$ cat config.mk
export PLATFORM = sky130hd
export DESIGN_NAME = i2c_bus_arbiter
export DESIGN_NICKNAME = d
export VERILOG_FILES = /design/src/rtl/arb_pkg.sv /design/src/rtl/arb_owner_fsm.sv /design/src/rtl/arb_go_queue.sv /design/src/rtl/arb_flag_gate.sv /design/src/rtl/i2c_bus_arbiter.sv
export SDC_FILE = /design/constraint.sdc
export NUM_CORES = 1
export LEC_CHECK = 0
export ABC_CLOCK_PERIOD_IN_PS = 2100
export BUFFER_PORTS_ARGS = -buffer_cell sky130_fd_sc_hd__buf_4
export CORE_AREA = 2 2 39 41
export DETAILED_ROUTE_END_ITERATION = 8
export DIE_AREA = 0 0 41 43
export GPL_ROUTABILITY_DRIVEN = 0
export PLACE_DENSITY = 0.46
export SLEW_MARGIN = 20
export SYNTH_ARGS = -nofsm -noshare
export SYNTH_HDL_FRONTEND = slang
export SYNTH_SLANG_ARGS = --single-unit
$ cat constraint.sdc
create_clock -name clk -period 2.1 [get_ports clk]
set_input_delay 0.21 -clock clk [delete_from_list [all_inputs] [get_ports clk]]
set_output_delay 0.21 -clock clk [all_outputs]
set_load 0.01 [all_outputs]
$ cat src/rtl/arb_pkg.sv
package arb_pkg;
    localparam int STATUS_W = 2;
    localparam int FLAG_W   = 2;
    localparam int FLAG_REFUSED   = 0;
    localparam int FLAG_PREEMPTED = 1;

    localparam logic [STATUS_W-1:0] STAT_IDLE = 2'd0;
    localparam logic [STATUS_W-1:0] STAT_SW   = 2'd1;
    localparam logic [STATUS_W-1:0] STAT_HW   = 2'd2;

    typedef enum logic [1:0] {
        ST_IDLE     = 2'd0,
        ST_SW       = 2'd1,
        ST_HW       = 2'd2,
        ST_HW_YIELD = 2'd3
    } own_state_e;
endpackage

$ cat src/rtl/arb_owner_fsm.sv
module arb_owner_fsm
    import arb_pkg::*;
(
    input  logic       clk,
    input  logic       rst_n,
    input  logic       sw_go,
    input  logic       sw_done,
    input  logic       prio_high,
    input  logic       hw_req,
    input  logic       hw_byte_end,
    input  logic       hw_done,
    input  logic       queued,
    output own_state_e state,
    output logic       queue_evt,
    output logic       enter_sw,
    output logic       yield_evt
);
    own_state_e state_q, state_d;
    logic       sw_want;

    assign sw_want = sw_go | queued;

    always_ff @(posedge clk or negedge rst_n) begin
        if (!rst_n) state_q <= ST_IDLE;
        else        state_q <= state_d;
    end

    always_comb begin
        state_d   = state_q;
        queue_evt = 1'b0;
        unique case (state_q)
            ST_IDLE: begin
                if (hw_req && sw_want) begin
                    if (prio_high) begin
                        state_d = ST_SW;
                    end else begin
                        state_d   = ST_HW;
                        queue_evt = sw_go;
                    end
                end else if (hw_req) begin
                    state_d = ST_HW;
                end else if (sw_want) begin
                    state_d = ST_SW;
                end
            end
            ST_SW: begin
                if (sw_done) state_d = ST_IDLE;
            end
            ST_HW: begin
                if (hw_done)                    state_d = sw_want ? ST_SW : ST_IDLE;
                else if (sw_want && prio_high)  state_d = ST_HW_YIELD;
                else                            queue_evt = sw_go;
            end
            ST_HW_YIELD: begin
                if (hw_byte_end || hw_done) state_d = ST_SW;
            end
        endcase
    end

    assign state     = state_q;
    assign enter_sw  = (state_d == ST_SW) && (state_q != ST_SW);
    assign yield_evt = (state_q == ST_HW_YIELD) && hw_byte_end && !hw_done;
endmodule

$ cat src/rtl/arb_go_queue.sv
module arb_go_queue (
    input  logic clk,
    input  logic rst_n,
    input  logic queue_evt,
    input  logic no_queue,
    input  logic enter_sw,
    output logic queued,
    output logic refuse_evt
);
    logic queued_q;

    always_ff @(posedge clk or negedge rst_n) begin
        if (!rst_n)                      queued_q <= 1'b0;
        else if (enter_sw)               queued_q <= 1'b0;
        else if (queue_evt && !no_queue) queued_q <= 1'b1;
    end

    assign queued     = queued_q;
    assign refuse_evt = queue_evt & no_queue;
endmodule

$ cat src/rtl/arb_flag_gate.sv
module arb_flag_gate
    import arb_pkg::*;
(
    input  logic              clk,
    input  logic              rst_n,
    input  logic              refuse_evt,
    input  logic              yield_evt,
    input  logic              status_reset,
    input  logic              soft_reset_req,
    input  logic              sw_owned,
    output logic [FLAG_W-1:0] flags,
    output logic              soft_reset_out
);
    logic [FLAG_W-1:0] flags_q, set_vec;
    logic              srst_q;

    always_comb begin
        set_vec                 = '0;
        set_vec[FLAG_REFUSED]   = refuse_evt;
        set_vec[FLAG_PREEMPTED] = yield_evt;
    end

    always_ff @(posedge clk or negedge rst_n) begin
        if (!rst_n) begin
            flags_q <= '0;
            srst_q  <= 1'b0;
        end else begin
            flags_q <= status_reset ? '0 : (flags_q | set_vec);
            srst_q  <= soft_reset_req & sw_owned;
        end
    end

    assign flags          = flags_q;
    assign soft_reset_out = srst_q;
endmodule

$ cat src/rtl/i2c_bus_arbiter.sv
module i2c_bus_arbiter
    import arb_pkg::*;
(
    input  logic                clk,
    input  logic                rst_n,
    input  logic                sw_go,
    input  logic                sw_done,
    input  logic                sw_prio_high,
    input  logic                no_queue_go,
    input  logic                hw_req,
    input  logic                hw_byte_end,
    input  logic                hw_done,
    input  logic                soft_reset_req,
    input  logic                status_reset,
    output logic                sw_grant,
    output logic                hw_grant,
    output logic [STATUS_W-1:0] own_status,
    output logic                go_pending,
    output logic [FLAG_W-1:0]   flags,
    output logic                soft_reset_out
);
    own_state_e state;
    logic       queue_evt, enter_sw, yield_evt, refuse_evt, queued;

    arb_owner_fsm u_fsm (
        .clk(clk), .rst_n(rst_n), .sw_go(sw_go), .sw_done(sw_done),
        .prio_high(sw_prio_high), .hw_req(hw_req), .hw_byte_end(hw_byte_end),
        .hw_done(hw_done), .queued(queued), .state(state),
        .queue_evt(queue_evt), .enter_sw(enter_sw), .yield_evt(yield_evt)
    );

    arb_go_queue u_queue (
        .clk(clk), .rst_n(rst_n), .queue_evt(queue_evt), .no_queue(no_queue_go),
        .enter_sw(enter_sw), .queued(queued), .refuse_evt(refuse_evt)
    );

    arb_flag_gate u_flags (
        .clk(clk), .rst_n(rst_n), .refuse_evt(refuse_evt), .yield_evt(yield_evt),
        .status_reset(status_reset), .soft_reset_req(soft_reset_req),
        .sw_owned(state == ST_SW), .flags(flags), .soft_reset_out(soft_reset_out)
    );

    always_comb begin
        sw_grant   = 1'b0;
        hw_grant   = 1'b0;
        own_status = STAT_IDLE;
        unique case (state)
            ST_IDLE: ;
            ST_SW: begin
                sw_grant   = 1'b1;
                own_status = STAT_SW;
            end
            ST_HW, ST_HW_YIELD: begin
                hw_grant   = 1'b1;
                own_status = STAT_HW;
            end
        endcase
    end

    assign go_pending = queued;
endmodule

# Word-level counts from Yosys, hierarchy flattened
# Index checks and enable logic that the tools add are counted.
# W data, S select, Z words.
[totals]
mem_bits_rw = 0
mem_bits_ro = 0
input_bits = 11
wordCells = 46
latch_bits = 0
out_inout_bits = 8
mem_count = 0
register_bits = 6
[classes]
addsub = 0
eq_ne = 5
n_lt_le_gt_ge = 0
bitwise = 4
muxes = 21
n_shift = 0
div = 0
n_reduce_logical = 12
mul = 0
[ops]
columns = ["cell", "n"]
rows = [
  ["$mux W2", 9],
  ["$mux W1", 9],
  ["$pmux W2 S4", 1],
  ["$logic_and A1 B1 Y1", 6],
  ["$eq A2 B1 Y1 const B", 2],
  ["$eq A2 B2 Y1 const B", 2],
  ["$pmux W2 S2", 1],
  ["$and A1 B1 Y1", 2],
  ["$logic_not A1 Y1", 2],
  ["$logic_not A2 Y1", 1],
  ["$ne A2 B1 Y1 const B", 1],
  ["$or A2 B2 Y2", 1],
  ["$pmux W1 S2", 1],
  ["$reduce_bool A2 Y1", 1],
  ["$reduce_or A2 Y1", 1],
  ["$logic_or A1 B1 Y1", 1],
  ["$or A1 B1 Y1", 1],
]

# Depth between registers and ports, before layout
# Gate-level depths: netlist of the first run.
[logic_depth]
word_depth = 8
ltp_mapped = 3
mapped_depth_nobuf = 3

# Cells and area by module
# Synthesis of the first run repeated with hierarchy kept, for this count alone.
[hier_totals]
cells_unflattened = 32
area_unflattened_um2 = 330.3
[modules_own_cells]
columns = ["module", "instances", "area_per_inst_um2", "seq_area_each_um2", "cells_per_inst"]
rows = [
  ["arb_owner_fsm", 1, 156.4, 50.0, 17],
  ["arb_flag_gate", 1, 101.3, 75.1, 6],
  ["arb_go_queue", 1, 51.3, 25.0, 5],
  ["i2c_bus_arbiter", 1, 21.3, 0.0, 4],
]

# Least setup slack after synthesis of the first run
# No wires, ideal clock.
[synth_path]
path_type = "register -> output"
from = "register u_fsm.state_q[1] (netlist: u_fsm.state[1])"
to = "output own_status[0]"
t_required_ps = 1890
stages_incl_launch_ff = 3
arrival_ps = 794
path_buffers = 1
setup_slack_ps = 1096
cell_sequence = "dfrtp_1 > and2b_4 > buf_4"
[synth_between]
elab_chain_len = 3
elab_cells_between_ends = 5
cone_classes = "eq/ne (3); mux (1); reduce/logical (1)"
[synth_rtl]
columns = ["item", "line", "text"]
rows = [
  ["start: declaration", "arb_owner_fsm.sv:18", "own_state_e state_q, state_d;"],
  ["start signal: assignment", "arb_owner_fsm.sv:25", "else state_q <= state_d;"],
  ["$eq A2 B2 Y1", "i2c_bus_arbiter.sv:47", "unique case (state)"],
  ["$reduce_or A2 Y1", "i2c_bus_arbiter.sv:47", ""],
  ["$pmux W2 S2 *", "i2c_bus_arbiter.sv:47", ""],
  ["end: declaration", "i2c_bus_arbiter.sv:17", "output logic [STATUS_W-1:0] own_status,"],
]
# Mark *: on every way between the ends. The rest lies on a longest branch, timed or not.

# Final worst setup path of the first run
# Ends and elaborated chain as after synthesis.

==> flow_metrics.tcl, run 1 <==
set metrics [dict create \
    met3_length_um 61 \
    maxSlewViolCount 0 \
    cts_max_path_buffers 2 \
    crit_family "flip-flops" \
    max_stage_delay_ps 410 \
    area.growth.synth_to_final_pct 55.6 \
    yosys_most_used_dff "dfrtp_1" \
    synthArstFlopShare 1.00 \
    place_hpwl_um 550 \
    hold_viol 0 \
    antenna_cells 0 \
    synth_edf_count 0 \
    dr.pass1.iters 1 \
    tritoncts "yes" \
    ant_nets 0 \
    grt_pass1_vias 266 \
    slew_headroom 0.853 \
    leakage_uw 0.000240 \
    cp_num_buf_inv 1 \
    synthDominantCellAreaShare 0.484 \
    cts_buffers 3 \
    crit_end "own_status[0]" \
    power.density_nw_per_um2 1090 \
    io_pins 19 \
    cp-end-kind "output pin" \
    yosysMostFrequentCell "dfrtp_1" \
    hold_class "in -> reg" \
    grt_pass1_wl_um 1120 \
    reg2reg_slack_ps 1020 \
    worst_pin_slew_ps 219 \
    totalWireLength_um 660 \
    die_h_um 43 \
    ir_drop_uv 333 \
    placed_area_sq_um 450 \
    path_class "reg -> out" \
    post_cts_buffers 0 \
    synth_seq_area_share 0.484 \
    vias 294 \
    rsz0062_at_grt "no" \
    worst-path-max-fanout 6 \
    setup_viol 0 \
    drt_iter0_markers 0 \
    cts_htree_levels 1 \
    grt_start_max_net_pins 7 \
    crit_path_start_kind "flop" \
    tns_ps 0 \
    cp_num_cells 2 \
    m1WireLength_um 259 \
    r2r_cells 3 \
    grt_usage 0.0993 \
    fmax_ghz 0.784 \
    layout.nets 65 \
    r2r-end "u_queue.queued$_DFFE_PN0P_" \
    synthTopCellsByCount "dfrtp_1 (6), inv_1 (4), and2b_4 (3), nor2_1 (3)" \
    crit_start "u_fsm.state[1]$_DFF_PN0_" \
    port_buffers 18 \
    core_sq_um 1380 \
    crit_arrival_ps 1060 \
    maxCapViolations 0 \
    ys_types 17 \
    postSynthNetCount 44 \
    fillers 153 \
    viasPerCell 4.32 \
    skew_ps 5.84 \
    cts_sinks 6 \
    period_share 0.607 \
    synth_top_area_cell "dfrtp_1" \
    design_area_sq_um 483 \
    drive_above_1_share 0.462 \
    rows 14 \
    drc 0 \
    clkSlewWorstSetupHoldPaths_ps 50 \
    die_area_sq_um 1760 \
    top_layer_used "met3" \
    fp.dieW_um 41 \
    wire_per_inst_um 9.71 \
    regToRegStartpoint "u_fsm.state[1]$_DFF_PN0_" \
    crit_slowest_cell "dfrtp_1" \
    synth_area_sq_um 310 \
    start_util 0.224 \
    wl_met2_um 339 \
    outcome "finished clean" \
    crit_chain "and2b_4 > buf_4" \
    clk-insertion-delay-late_ps 240 \
    synth_seq_cells 6 \
    root_buffer "clkbuf_4" \
    grt_overflow_total 0 \
    syn_area_per_cell_sq_um 9.40 \
    required_ps 1890 \
    timing.final.crit_period_ps 1270 \
    synthesis.instances 33 \
    ys_top_cells_by_area "dfrtp_1 (48%), and2b_4 (9.7%), o2111ai_1 (5.6%)" \
    yosys_warnings 0 \
    antenna_found_initial 0 \
]
==> cell usage in the layout (no fill, tap or decap), drive strengths merged, types with 2 or more instances in the layout <==
| cell | instances |
|---|---|
| and2b | 3 |
| dfrtp | 6 |
| o21ai | 2 |
| and2 | 2 |
| nor2 | 3 |
| a21oi | 2 |
| o2111ai | 2 |
| clkbuf | 3 |
| inv | 4 |
| buf | 18 |
==> what timing repair did <==
action                                  CTS  global route
endpoints found under the setup margin    0             0
hold buffers                              1             0
resized for setup                         0             0
endpoints found under the hold margin     6             0
==> kinds of logic after synthesis <==
logic type,synth area share
AOI/OAI and AO/OA,0.194
buffers and inverters,0.0968
DFF,0.484
and+or+nand+nor,0.226
==> layout make-up <==
| cell class | count | area [sq um] | area share |
|---|---|---|---|
| clock buffers | 3 | 22.5 | 0.0466 |
| inverters | 4 | 15.0 | 0.0311 |
| multi-input cells | 20 | 130 | 0.269 |
| flip-flops and latches | 6 | 150 | 0.311 |
| well taps | 16 | 20.0 | 0.0415 |
| repair buffers | 19 | 145 | 0.301 |
==> state kept, by name, summed over array words and instances, names as in the netlist <==
register / flops
u_flags.flags: 2
u_fsm.state: 2
u_flags.soft_reset_out: 1
u_queue.queued: 1
==> worst min-delay path by stage <==
| stage | slack, ps | from | cells past startpoint | endpoint |
|---|---|---|---|---|
| after floorplan | -90 | rst_n | 0 | u_flags.flags[0]$_DFF_PN0_ |
| after global placement | 30 | rst_n | 1 | u_flags.soft_reset_out$_DFF_PN0_ |
| after detailed placement | 20 | rst_n | 1 | u_flags.soft_reset_out$_DFF_PN0_ |
| after CTS | 110 | status_reset | 2 | u_flags.flags[0]$_DFF_PN0_ |
| after global routing | 110 | status_reset | 2 | u_flags.flags[0]$_DFF_PN0_ |
| final | 120 | status_reset | 2 | u_flags.flags[0]$_DFF_PN0_ |
==> power breakdown <==
group	switching (uW)	internal, uW	leakage, uW	total (uW)
combinational	103	138	0.000147	241
clock	40.0	64.5	0.0000138	105
sequential	33.4	147	0.0000790	181
==> stage by stage <==
stage,setup slack (ps),std cells,power (uW),util,hold WS [ps]
5_1_grt,767,68,577,0.349,112
3_5_place_dp,1020,64,427,0.325,24.4
2_1_floorplan,1100,33,332,-,-85.6
4_1_cts,800,68,539,0.349,106
3_3_place_gp,1050,64,429,0.325,25.0
6_report,825,68,526,0.349,117
==> per-layer routing <==
metal,vias to the layer above,global-route usage
met5,-,0
met4,0,0.0600
met3,0,0.0471
met2,10,0.134
met1,135,0.123
li1,149,-
Note: power is estimated with default switching activity, not from simulation.
==> run 2: changes to the inputs <==
--- a/config.mk
+++ b/config.mk
@@ -5,13 +5,14 @@
 export SDC_FILE = /design/constraint.sdc
 export NUM_CORES = 1
 export LEC_CHECK = 0
-export ABC_CLOCK_PERIOD_IN_PS = 2100
+export ABC_AREA = 1
+export ABC_CLOCK_PERIOD_IN_PS = 1150
 export BUFFER_PORTS_ARGS = -buffer_cell sky130_fd_sc_hd__buf_4
 export CORE_AREA = 2 2 39 41
 export DETAILED_ROUTE_END_ITERATION = 8
 export DIE_AREA = 0 0 41 43
 export GPL_ROUTABILITY_DRIVEN = 0
-export PLACE_DENSITY = 0.46
+export PLACE_DENSITY = 0.55
 export SLEW_MARGIN = 20
 export SYNTH_ARGS = -nofsm -noshare
 export SYNTH_HDL_FRONTEND = slang
==> constraint.sdc (replaced) <==
create_clock -name clk -period 1.15 [get_ports clk]
set_input_delay 0.115 -clock clk [delete_from_list [all_inputs] [get_ports clk]]
set_output_delay 0.115 -clock clk [all_outputs]
set_load 0.01 [all_outputs]
==> run 2 against run 1 <==
Net effect:
- total power rose by 130%
- clock power rose by 76%
- routed wire length rose by 37%
- clock skew fell by 4.1 ps
- sequential power rose by 100%
- sequential share of layout area fell by 6.1 points
- global-route usage rose by 1.9 points
- critical endpoint is now own_status[1]
- largest cell class is now multi-input combinational cells
==> flow_metrics.tcl, run 2 <==
set metrics [dict create \
    path_class "reg -> out" \
    cp_num_buf_inv 2 \
    skew_ps 1.71 \
    crit_family "flip-flops" \
    grt_start_max_net_pins 10 \
    crit_start "u_fsm.state[1]$_DFF_PN0_" \
    rows 14 \
    period_share 0.954 \
    cts_htree_levels 1 \
    postSynthNetCount 65 \
    fin_total_pwr_uw 1230 \
    grt_overflow_total 0 \
    leakage_uw 0.000333 \
    hold_path.startpoint "status_reset" \
    ys_types 18 \
    die_h_um 43 \
    ys_top_cells_by_area "dfrtp_1 (38%), inv_1 (9.4%), nand2_1 (7.5%)" \
    grt_usage 0.119 \
    place_hpwl_um 692 \
    max_stage_delay_ps 470 \
    die_area_sq_um 1760 \
    cts_buffers 3 \
    totalWireLength_um 906 \
    wire_per_inst_um 9.96 \
    final_cell_mix "buf_4 (20), inv_1 (10), nor2_1 (6), nand2_1 (6), nand3_1 (5)" \
    maxSlewViolCount 0 \
    crit_path_start_kind "flop" \
    io_pins 19 \
    hold_viol 0 \
    synth_top_area_cell "dfrtp_1" \
    clk-insertion-delay-late_ps 240 \
    rsz0062_at_grt "yes" \
    synthesis.instances 54 \
    crit_chain "buf_6 > buf_4" \
    antenna_found_initial 0 \
    cp-end-kind "output pin" \
    syn_area_per_cell_sq_um 7.41 \
    dr.pass1.iters 2 \
    yosys_most_used_dff "dfrtp_1" \
    synthTopCellsByCount "inv_1 (10), nand2_1 (8), nor2_1 (7)" \
    cts_max_path_buffers 2 \
    hold_path_end "u_flags.flags[1]$_DFF_PN0_" \
    synth_edf_count 0 \
    grt_pass1_vias 337 \
    area.growth.synth_to_final_pct 52.5 \
    r2r-end "u_queue.queued$_DFFE_PN0P_" \
    port_buffers 18 \
    cts_sinks 6 \
    fmax_ghz 0.911 \
    clkSlewWorstSetupHoldPaths_ps 40 \
    maxCapViolations 0 \
    worst_slack_ps 52.6 \
    worst-path-max-fanout 6 \
    synth_seq_cells 6 \
    hold_class "in -> reg" \
    final_common_cell "buf_4" \
    ant_nets 0 \
    timing.final.crit_period_ps 1100 \
    ir_drop_uv 872 \
    crit_slowest_cell "dfrtp_2" \
    vias 407 \
    layout.nets 88 \
    viasPerCell 4.47 \
    reg2reg_slack_ps 80 \
    start_util 0.289 \
    core_sq_um 1380 \
    power.density_nw_per_um2 2010 \
    drive_above_1_share 0.507 \
    synthArstFlopShare 1.00 \
    synth_area_sq_um 400 \
    fp.dieW_um 41 \
    grt_pass1_wl_um 1320 \
    tns_ps 0 \
    setup_viol 0 \
    drt_iter0_markers 6 \
    min_path_cells 2 \
    yosysMostFrequentCell "inv_1" \
    slew_headroom 0.878 \
    pre_cts_slack_ps 13.9 \
    yosys_warnings 0 \
    synthDominantCellAreaShare 0.375 \
    crit_arrival_ps 980 \
    required_ps 1030 \
    antenna_cells 0 \
    drc 0 \
    r2r_cells 6 \
    regToRegStartpoint "u_fsm.state[1]$_DFF_PN0_" \
    root_buffer "clkbuf_4" \
    outcome "finished clean" \
    worst_pin_slew_ps 183 \
    tritoncts "yes" \
    synth_seq_area_share 0.375 \
]
==> run 2: cell count changes in the layout (fill, tap and decap cells not counted), moves of 3 or more <==
| cell | delta |
|---|---|
| inv_1 | +6 |
| nand2_1 | +5 |
| nand3_1 | +5 |
| and2b_4 | -3 |
| nand2_2 | +3 |
| nor2_1 | +3 |
==> run 2: report_power, final <==
part / switching (uW) / internal (uW)
combinational: 328 / 352
clock: 67.6 / 117
sequential: 89.2 / 274
total: 485 / 744
==> run 2: routing by layer <==
layer,GRT usage,part of all wire
met1,0.146,0.43
met2,0.153,0.51
met4,0.120,0.011
met3,0.0314,0.046
met5,0,0
==> run 2: how the worst max path moves through the flow <==
stage,end,depth (start not counted),slack [ps]
final,own_status[1],2,50
after global routing,u_queue.queued$_DFFE_PN0P_,6,-30
after CTS,sw_grant,3,4
after detailed placement,u_queue.queued$_DFFE_PN0P_,6,10
after global placement,u_queue.queued$_DFFE_PN0P_,6,50
after floorplan,u_queue.queued$_DFFE_PN0P_,7,100
==> run 2: kinds of logic after synthesis <==
logic type	Yosys count	synth area share
buffers and inverters	16	0.178
and+or+nand+nor	26	0.319
AOI/OAI and AO/OA	6	0.128
DFF	6	0.375
==> run 2: cell type report <==
cell class | count | area, sq um
fill | 147 | 773
multi-input combinational | 32 | 196
timing repair buffer | 22 | 171
sequential | 6 | 153
inverter | 12 | 47.5
clock buffer | 3 | 22.5
tap | 16 | 20.0
==> run 2: repair_timing <==
| item | in CTS | in global routing |
|---|---|---|
| gates cloned | 0 | 0 |
| hold buffers | 1 | 0 |
| setup buffers | 0 | 3 |
| pin swaps | 0 | 2 |
| gates resized for setup | 2 | 10 |
| hold endpoints to repair | 6 | 0 |
| setup endpoints to repair | 2 | 3 |
==> run 2: metrics by stage <==
stage          hold WS, ps  utilization  area, sq um  instances
2_1_floorplan         -181            -          400         54
3_3_place_gp         -75.5        0.382          529         84
3_5_place_dp         -73.8        0.382          529         84
4_1_cts               29.0        0.410          568         88
5_1_grt               32.8        0.441          611         91
6_report              39.8        0.441          611         91
==> run 3: changes to the inputs <==
--- a/config.mk
+++ b/config.mk
@@ -6,7 +6,7 @@
 export NUM_CORES = 1
 export LEC_CHECK = 0
 export ABC_AREA = 1
-export ABC_CLOCK_PERIOD_IN_PS = 1150
+export ABC_CLOCK_PERIOD_IN_PS = 1000
 export BUFFER_PORTS_ARGS = -buffer_cell sky130_fd_sc_hd__buf_4
 export CORE_AREA = 2 2 39 41
 export DETAILED_ROUTE_END_ITERATION = 8
==> constraint.sdc (replaced) <==
create_clock -name clk -period 1 [get_ports clk]
set_input_delay 0.1 -clock clk [delete_from_list [all_inputs] [get_ports clk]]
set_output_delay 0.1 -clock clk [all_outputs]
set_load 0.01 [all_outputs]
==> run 3 against run 2 <==
Net effect:
- the run now ends with setup timing left
- critical path depth is 1 higher
- largest cell class unchanged
- largest power group unchanged
- clock-buffer cell count unchanged
- first-iteration DRC count is 83% higher
- sequential power rose by 6.9%
- design area rose by 8.2%
- total power up 28%
- sequential share of layout area down 1.9 points
==> flow_metrics.tcl, run 3 (synthesis gave the netlist of run 2 again) <==
set metrics [dict create \
    crit_chain "buf_4 > nor2_4 > buf_6" \
    maxSlewViolCount 0 \
    root_buffer "clkbuf_4" \
    crit_family "flip-flops" \
    setup_viol 8 \
    timing.final.crit_period_ps 1150 \
    hold_ws_ps 18.7 \
    crit_slowest_cell "dfrtp_2" \
    design_area_sq_um 661 \
    vias 421 \
    hold_path.startpoint "status_reset" \
    required_ps 900 \
    io_pins 19 \
    drt_iter0_markers 11 \
    layout.nets 91 \
    grt_pass1_vias 356 \
    fmax_ghz 0.868 \
    worst-path-max-fanout 3 \
    multi_input_area_sq_um 211 \
    final_common_cell "buf_4" \
    grt_usage 0.126 \
    cp_num_buf_inv 2 \
    antenna_found_initial 0 \
    cp-end-kind "output pin" \
    die_area_sq_um 1760 \
    ir_drop_uv 1390 \
    final_cell_mix "buf_4 (19), inv_1 (10), nor2_1 (6)" \
    grt_pass1_wl_um 1460 \
    fin_total_pwr_uw 1570 \
    drive_above_1_share 0.564 \
    start_util 0.289 \
    dr.pass1.iters 2 \
    drc 0 \
    slew_headroom 0.890 \
    violations "setup timing" \
    seq_area_sq_um 153 \
    cts_buffers 3 \
    skew_ps 3.44 \
    place_hpwl_um 724 \
    worst_slack_ps -153 \
    grt_overflow_total 0 \
    leakage_uw 0.000355 \
    crit_path_start_kind "flop" \
    totalWireLength_um 950 \
    rsz0062_at_grt "yes" \
    period_share 1.15 \
    outcome "complete, but fails checks" \
    worst_pin_slew_ps 165 \
    core_sq_um 1380 \
    viasPerCell 4.48 \
    regToRegStartpoint "u_fsm.state[1]$_DFF_PN0_" \
    hold_class "in -> reg" \
    fp.dieW_um 41 \
    antenna_cells 0 \
    clkSlewWorstSetupHoldPaths_ps 40 \
    clk-insertion-delay-late_ps 240 \
    max_stage_delay_ps 410 \
    rows 14 \
    grt_start_max_net_pins 7 \
    area.growth.synth_to_final_pct 65.0 \
    placed_area_sq_um 552 \
    die_h_um 43 \
    port_buffers 18 \
    path_class "reg -> out" \
    cts_htree_levels 1 \
    power.density_nw_per_um2 2380 \
    hold_viol 0 \
    ant_nets 0 \
    maxCapViolations 0 \
    crit_start "u_fsm.state[1]$_DFF_PN0_" \
    wire_per_inst_um 10.1 \
    crit_arrival_ps 1050 \
    tns_ps -646 \
    cts_sinks 6 \
    tritoncts "yes" \
    cts_max_path_buffers 2 \
    final_util 0.477 \
    fillers 154 \
]
run 3: layout make-up:
type	instances	share of cell area
multi-input combinational	32	0.320
timing repair buffer	25	0.316
sequential	6	0.231
inverter	12	0.0682
clock buffer	3	0.0341
tap	16	0.0303
run 3: power breakdown:
group          internal [uW]  total (uW)  switching (uW)
clock                    135         211            75.7
sequential               315         388            72.4
combinational            508         972             463
run 3: repair_timing:
| item | CTS | global route |
|---|---|---|
| pin swaps | 4 | 5 |
| gates resized for setup | 7 | 7 |
| endpoints found under the hold margin | 6 | 0 |
| setup endpoints to repair | 8 | 8 |
| gates cloned | 0 | 0 |
| setup buffers | 2 | 2 |
| hold buffers | 1 | 0 |
run 3: layer usage:
| layer | vias to the layer above | track usage | part of all wire |
|---|---|---|---|
| met4 | 0 | 0.0600 | 0 |
| met3 | 0 | 0.0314 | 0.037 |
| met5 | - | 0 | 0 |
| met2 | 11 | 0.181 | 0.56 |
| li1 | 214 | - | - |
| met1 | 196 | 0.169 | 0.40 |
run 3: per-stage QoR:
stage / instances / setup slack, ps
after floorplan: 54 / -10.1
after global placement: 86 / -83.9
after detailed placement: 86 / -97.7
after CTS: 92 / -174
after global routing: 94 / -214
final: 94 / -153
run 3: worst paths after layout:
check,endpoint,slack (ps),cells after the start
max in group asynchronous,u_fsm.state[0]$_DFF_PN0_,660,2
min in group asynchronous,u_flags.flags[0]$_DFF_PN0_,220,2
min reg2reg,u_flags.flags[0]$_DFF_PN0_,500,2
max reg2reg,u_queue.queued$_DFFE_PN0P_,-130,7
max,sw_grant,-150,3
min,u_flags.flags[0]$_DFF_PN0_,20,2
